==> src/rtl/xbar_pkg.sv <==
`timescale 1ns/1ps
// Shared helpers for the crosspoint controller.
// Assumes switch numbering is input-major, both indices counted from 1.
package xbar_pkg;
    // Number of paths forced on during power save (input k to output k).
    localparam int PS_PATHS = 2;

    // Zero-based enable bit of the switch joining input in_idx to output out_idx.
    function automatic int sw_bit(input int num_out, input int in_idx, input int out_idx);
        return num_out * (in_idx - 1) + out_idx - 1;
    endfunction
endpackage

==> src/rtl/xbar_edge_rise.sv <==
`timescale 1ns/1ps
// Rising-edge detector for a level that is synchronous to clk.
// Assumes the level is held for at least one clk cycle per phase.
module xbar_edge_rise (
    input  logic clk,
    input  logic rst_n,
    input  logic level,
    output logic rise
);
    logic prev_q;

    // Remember the level seen at the previous edge.
    always_ff @(posedge clk) begin
        if (!rst_n) prev_q <= 1'b0;
        else        prev_q <= level;
    end

    assign rise = level && !prev_q;
endmodule

==> src/rtl/xbar_shift_chain.sv <==
`timescale 1ns/1ps
// Serial shift chain plus a saturating count of captures since the last strobe.
// New bits enter at bit 0, so the first bit in ends at the top after NSW shifts.
module xbar_shift_chain #(
    parameter int NSW  = 64,
    parameter int CNTW = $clog2(NSW + 2)
) (
    input  logic            clk,
    input  logic            rst_n,
    input  logic            shift_en,
    input  logic            din,
    input  logic            clr_cnt,
    output logic [NSW-1:0]  chain,
    output logic [CNTW-1:0] cnt
);
    localparam logic [CNTW-1:0] CNT_SAT = CNTW'(NSW + 1);

    // Shift one bit in on each captured shift-clock edge.
    always_ff @(posedge clk) begin
        if (!rst_n)        chain <= '0;
        else if (shift_en) chain <= {chain[NSW-2:0], din};
    end

    // Count captures, cleared while the strobe is high, held at NSW+1 once past it.
    always_ff @(posedge clk) begin
        if (!rst_n)                         cnt <= '0;
        else if (clr_cnt)                   cnt <= '0;
        else if (shift_en && cnt < CNT_SAT) cnt <= cnt + 1'b1;
    end


    chain_hold_chk: assert property (@(posedge clk) disable iff (!rst_n)
        !shift_en |=> $stable(chain));

    cnt_step_chk: assert property (@(posedge clk) disable iff (!rst_n)
        (shift_en && !clr_cnt && cnt < CNT_SAT) |=> cnt == $past(cnt) + 1'b1);

    cnt_bound_chk: assert property (@(posedge clk) disable iff (!rst_n)
        cnt <= CNT_SAT);
endmodule

==> src/rtl/xbar_load_check.sv <==
`timescale 1ns/1ps
// Flags a strobe that follows a capture count other than the full chain length.
// The flag is sticky until the next strobe rise re-evaluates it.
module xbar_load_check #(
    parameter int NSW  = 64,
    parameter int CNTW = $clog2(NSW + 2)
) (
    input  logic            clk,
    input  logic            rst_n,
    input  logic            strobe_rise,
    input  logic [CNTW-1:0] cnt,
    output logic            load_err
);
    localparam logic [CNTW-1:0] CNT_FULL = CNTW'(NSW);

    // Judge the count once per strobe rise.
    always_ff @(posedge clk) begin
        if (!rst_n)           load_err <= 1'b0;
        else if (strobe_rise) load_err <= (cnt != CNT_FULL);
    end


    err_clear_chk: assert property (@(posedge clk) disable iff (!rst_n)
        (strobe_rise && cnt == CNT_FULL) |=> !load_err);

    err_set_chk: assert property (@(posedge clk) disable iff (!rst_n)
        (strobe_rise && cnt != CNT_FULL) |=> load_err);
endmodule

==> src/rtl/xbar_switch_state.sv <==
`timescale 1ns/1ps
// Switch-state latch with power-save override.
// The latch follows the chain while the strobe is high. Power save forces the default
// paths and the forced pattern stays until a strobe is seen with power save low.
module xbar_switch_state #(
    parameter int NUM_IN  = 8,
    parameter int NUM_OUT = 8,
    localparam int NSW    = NUM_IN * NUM_OUT
) (
    input  logic           clk,
    input  logic           rst_n,
    input  logic           strobe,
    input  logic           ps_req,
    input  logic [NSW-1:0] chain,
    output logic [NSW-1:0] sw_en,
    output logic           ps_active
);
    logic [NSW-1:0] latch_q;
    logic [NSW-1:0] def_mask;
    logic           hold_q;

    // Default pattern: switch (i, j) is on when i == j and i is within the forced paths.
    for (genvar gi = 1; gi <= NUM_IN; gi++) begin : g_in
        for (genvar gj = 1; gj <= NUM_OUT; gj++) begin : g_out
            assign def_mask[xbar_pkg::sw_bit(NUM_OUT, gi, gj)] =
                (gi == gj) && (gi <= xbar_pkg::PS_PATHS);
        end
    end

    // Latch follows the chain for as long as the strobe stays high.
    always_ff @(posedge clk) begin
        if (!rst_n)      latch_q <= '0;
        else if (strobe) latch_q <= chain;
    end

    // Forced-pattern hold: set by power save, released by a strobe outside power save.
    always_ff @(posedge clk) begin
        if (!rst_n)      hold_q <= 1'b0;
        else if (ps_req) hold_q <= 1'b1;
        else if (strobe) hold_q <= 1'b0;
    end

    assign sw_en     = hold_q ? def_mask : latch_q;
    assign ps_active = hold_q;


    ps_force_chk: assert property (@(posedge clk) disable iff (!rst_n)
        ps_req |=> (sw_en == def_mask) && ps_active);

    ps_count_chk: assert property (@(posedge clk) disable iff (!rst_n)
        ps_active |-> $countones(sw_en) == xbar_pkg::PS_PATHS);

    ps_keep_chk: assert property (@(posedge clk) disable iff (!rst_n)
        (ps_active && !ps_req && !strobe) |=> $stable(sw_en) && ps_active);

    load_apply_chk: assert property (@(posedge clk) disable iff (!rst_n)
        (!ps_req && strobe) |=> (sw_en == $past(chain)) && !ps_active);
endmodule

==> src/rtl/xbar_ctrl.sv <==
`timescale 1ns/1ps
// Top of the serial-loaded crosspoint controller.
// Assumes all inputs are synchronous to clk and that shift_clk phases last one clk or more.
module xbar_ctrl #(
    parameter int NUM_IN  = 8,
    parameter int NUM_OUT = 8,
    localparam int NSW    = NUM_IN * NUM_OUT,
    localparam int CNTW   = $clog2(NSW + 2)
) (
    input  logic           clk,
    input  logic           rst_n,
    input  logic           ser_data,
    input  logic           shift_clk,
    input  logic           load_strobe,
    input  logic           pwr_save,
    output logic [NSW-1:0] sw_en,
    output logic           ps_active,
    output logic           load_err
);
    logic            shift_rise;
    logic            strobe_rise;
    logic [NSW-1:0]  chain;
    logic [CNTW-1:0] cnt;

    xbar_edge_rise u_shift_edge (
        .clk(clk), .rst_n(rst_n), .level(shift_clk), .rise(shift_rise)
    );

    xbar_edge_rise u_strobe_edge (
        .clk(clk), .rst_n(rst_n), .level(load_strobe), .rise(strobe_rise)
    );

    xbar_shift_chain #(.NSW(NSW), .CNTW(CNTW)) u_chain (
        .clk(clk), .rst_n(rst_n), .shift_en(shift_rise), .din(ser_data),
        .clr_cnt(load_strobe), .chain(chain), .cnt(cnt)
    );

    xbar_load_check #(.NSW(NSW), .CNTW(CNTW)) u_check (
        .clk(clk), .rst_n(rst_n), .strobe_rise(strobe_rise), .cnt(cnt),
        .load_err(load_err)
    );

    xbar_switch_state #(.NUM_IN(NUM_IN), .NUM_OUT(NUM_OUT)) u_state (
        .clk(clk), .rst_n(rst_n), .strobe(load_strobe), .ps_req(pwr_save),
        .chain(chain), .sw_en(sw_en), .ps_active(ps_active)
    );


    ps_priority_chk: assert property (@(posedge clk) disable iff (!rst_n)
        (pwr_save && $past(pwr_save)) |=> $stable(sw_en));
endmodule

==> config.mk <==
export PLATFORM = sky130hd
export DESIGN_NAME = xbar_ctrl
export DESIGN_NICKNAME = d
export VERILOG_FILES = /design/src/rtl/xbar_pkg.sv /design/src/rtl/xbar_edge_rise.sv /design/src/rtl/xbar_shift_chain.sv /design/src/rtl/xbar_load_check.sv /design/src/rtl/xbar_switch_state.sv /design/src/rtl/xbar_ctrl.sv
export SDC_FILE = /design/constraint.sdc
export NUM_CORES = 1
export LEC_CHECK = 0
export CORE_UTILIZATION = 57
export CTS_BUF_LIST = sky130_fd_sc_hd__clkbuf_4 sky130_fd_sc_hd__clkbuf_8
export CTS_CLUSTER_SIZE = 25
export DETAILED_ROUTE_END_ITERATION = 12
export PLACE_DENSITY = 0.82
export SETUP_SLACK_MARGIN = 0.4
export SLEW_MARGIN = 20
export SYNTH_ARGS = -nofsm -noshare
export SYNTH_HDL_FRONTEND = slang
export SYNTH_HIERARCHICAL = 1
export SYNTH_SLANG_ARGS = --single-unit
==> constraint.sdc <==
create_clock -name clk -period 1.4 [get_ports clk]
set_input_delay 0.28 -clock clk [delete_from_list [all_inputs] [get_ports clk]]
set_output_delay 0.28 -clock clk [all_outputs]
set_load 0.005 [all_outputs]
==> impl_metrics.toml <==
[synth]
ys_ff_latch = 139
synth_top_area_share = 0.477
yosys-top-cells-area = "dfxtp_1, mux2i_1, nor2b_1, buf_12, clkbuf_1"
synthesis.area_sq_um = 5830
avgSynthCellArea_sq_um = 10.8
syn_inst = 539
yosys.area.top_type = "dfxtp_1"
synth-seq-area-share = 0.477
syn_nets = 546
post_synth_num_cell_types = 30
yosysWarnings = 6

[clock_tree]
numCtsBuffers = 17
clock-sinks = 139
cts_tree = "built"
path_clk_slew_ps = 80
clock-root-buffer = "clkbuf_8"
clk_latency_ps = 450
max-clock-path-buffers = 2
h-tree-depth = 4

[sta]
layout_setup_ws_ps = -294
fmax_mhz = 590
rsz0062_at_grt = "yes"
finClkSkew_ps = 13.6
timing.hold.ws_ps = 190
setup_viol = 66
post-route-period-util = 1.21
hold_viol = 0
fin_crit_ps = 1690
tns_ps = -16160
slew_headroom = 0.750
maxSlewViolCount = 0
tightest_slew_ps = 374

[placed_design]
place_ws_ps = -370
io_buffers = 71
hpwlAfterDp_mm = 6.54
gp_congestion = 0.809

[power]
power.share.clock = 0.429
finalPower_mw = 8.47
total_leakage_power_nw = 3.27
sw_frac_of_total = 0.224
p_sw_mw = 1.90
combPwrFrac = 0.100
p_int_mw = 6.57
peakVddDrop_mv = 0.665
seq_power_share = 0.471
power.density_nw_per_um2 = 1080

[routing]
first_pass_iters = 4
postRouteAntennaNets = 0
drtIter0Drc = 177
wirelength_mm = 13.3
viasPerCell = 5.11
vias = 4076
drc = 0
wl_per_cell_microns = 16.7

[die]
initial_core_util = 0.594
io_pins = 72
rows = 36
core_sq_um = 9820
die_x_microns = 103
die_area_sq_um = 10600
dieHeight_microns = 103

[worst_hold_path]
hold_path.class = "input pin to flip-flop"
hold_end = "u_strobe_edge/prev_q"
min-delay-start = "load_strobe"
min_delay_path_depth = 2

[setup_path]
r2r_end = "u_chain/chain[4]"
cp-end-kind = "primary output"
cp_max_fo = 8
reg2reg_depth = 6
slowest_delay_ps = 500
cpLargestDelayFamily = "flip-flops"
r2r_slack_ps = -10
crit_chain = "buf_6 -> clkbuf_16 -> nor2b_1 -> buf_2"
crit_buf_inv = 3
cp-start-kind = "flip-flop"
r2r-start = "u_shift_edge/prev_q"
critPathSlowestCell = "dfxtp_4"
arrival_ps = 1410
crit_type = "flip-flop to primary output"
cp_data_required_time_ps = 1120

[global_route]
grt_first_pass_wirelength_mm = 19.9
antenna_found_initial = 0
overflow = 0
grt_pass1_vias = 3947
grt_max_degree = 51
track_usage = 0.251

[status]
violations = "setup timing"
outcome = "complete, but fails checks"

[run]
drv_cap = 0

[final_layout]
areaGrowthSynthToFinish_pct = 34.9
layout-drive-gt1-share = 0.316
final_cell_mix = "nor2b_1, dfxtp_1, mux2i_1"
n_antenna_cell = 0
nNetsFinal = 658
final_common_cell = "nor2b_1"
==> how the worst max path moves through the flow <==
stage | from | endpoint | slack [ps] | cells after the start
floorplan | u_shift_edge/prev_q | u_chain/cnt[4] | 210 | 6
global placement | shift_clk | u_chain/chain[12] | -310 | 6
detailed placement | shift_clk | u_chain/chain[44] | -370 | 5
CTS | u_state/ps_active | sw_en[47] | -310 | 4
global route | u_state/ps_active | sw_en[57] | -360 | 4
finish | u_state/ps_active | sw_en[11] | -290 | 4
==> state kept, by name, summed over array words and instances (netlist names) <==
signal                cells
u_chain/chain            64
u_state/latch_q          64
u_chain/cnt               7
u_check/load_err          1
u_shift_edge/prev_q       1
u_state/ps_active         1
u_strobe_edge/prev_q      1
==> per-layer routing <==
| metal | global-route usage | vias up | part of all wire |
|---|---|---|---|
| met4 | 0.103 | 0 | 0.016 |
| li1 | - | 2011 | - |
| met1 | 0.312 | 1969 | 0.44 |
| met5 | 0 | - | 0 |
| met3 | 0.0590 | 16 | 0.029 |
| met2 | 0.421 | 80 | 0.51 |
==> power by group through the flow <==
| stage | clock network, mW | logic, mW | registers [mW] |
|---|---|---|---|
| 2_1_floorplan | 0 | 0.386 | 4.07 |
| 3_3_place_gp | 0 | 0.454 | 4.07 |
| 3_5_place_dp | 0 | 0.461 | 4.07 |
| 4_1_cts | 3.66 | 0.763 | 3.99 |
| 5_1_grt | 3.87 | 0.878 | 3.99 |
| 6_report | 3.63 | 0.845 | 3.99 |
==> worst reg2reg max path: stages, from the launching register on <==
cell	delay, ps
dfxtp_2	340
nor2b_4	220
buf_8	180
buf_12	110
buf_16	130
mux2i_1	240
nor2b_1	90
==> per-stage QoR <==
stage | util | std cells | instance area, sq um
after floorplan | - | 539 | 5870
final | 0.800 | 797 | 7860
after detailed placement | 0.676 | 722 | 6640
after CTS | 0.771 | 790 | 7570
after global routing | 0.800 | 797 | 7860
after global placement | 0.676 | 722 | 6640
==> cells by family (layout without fill, tap and decap cells) <==
group | Yosys count | in the layout | synth area share
buf+inv | 38 | 163 | 0.0466
flops | 139 | 139 | 0.477
fa+ha+maj | 1 | 1 | 0.00215
simple gates | 216 | 216 | 0.236
mux | 129 | 129 | 0.222
compound gates | 16 | 16 | 0.0167
==> cells in the mapped netlist <==
master / number
nand3_1: 2
nand3b_1: 1
buf_12: 5
buf_4: 5
dfxtp_1: 139
or3_1: 3
ha_1: 1
nand2b_1: 1
nor2b_1: 193
and2_1: 2
nor2b_4: 2
nand2_1: 1
o21ai_0: 5
o21a_1: 2
nor3_1: 2
inv_1: 1
clkbuf_1: 14
a31oi_1: 1
nand4b_1: 1
clkbuf_2: 1
mux2i_1: 129
buf_2: 10
a211oi_1: 3
or2_1: 2
buf_6: 2
a311oi_1: 1
nand4_1: 1
a21oi_1: 4
nor2_1: 3
nor4b_2: 2
==> repair_timing <==
item                       4_1_cts  5_1_grt
pin swaps                        5        4
hold buffers                     0        0
setup endpoints to repair      137      138
buffers inserted                26        6
resized for setup              332       42
cloned                          10        1
==> layout make-up <==
cell class	instances	area [sq um]
timing repair buffer	130	1400
inverter	1	3.75
tap	133	166
fill	621	1960
multi-input combinational	362	3040
clock inverter	11	165
clock buffer	21	283
sequential	139	2790
Note: power is estimated with default switching activity, not from simulation.
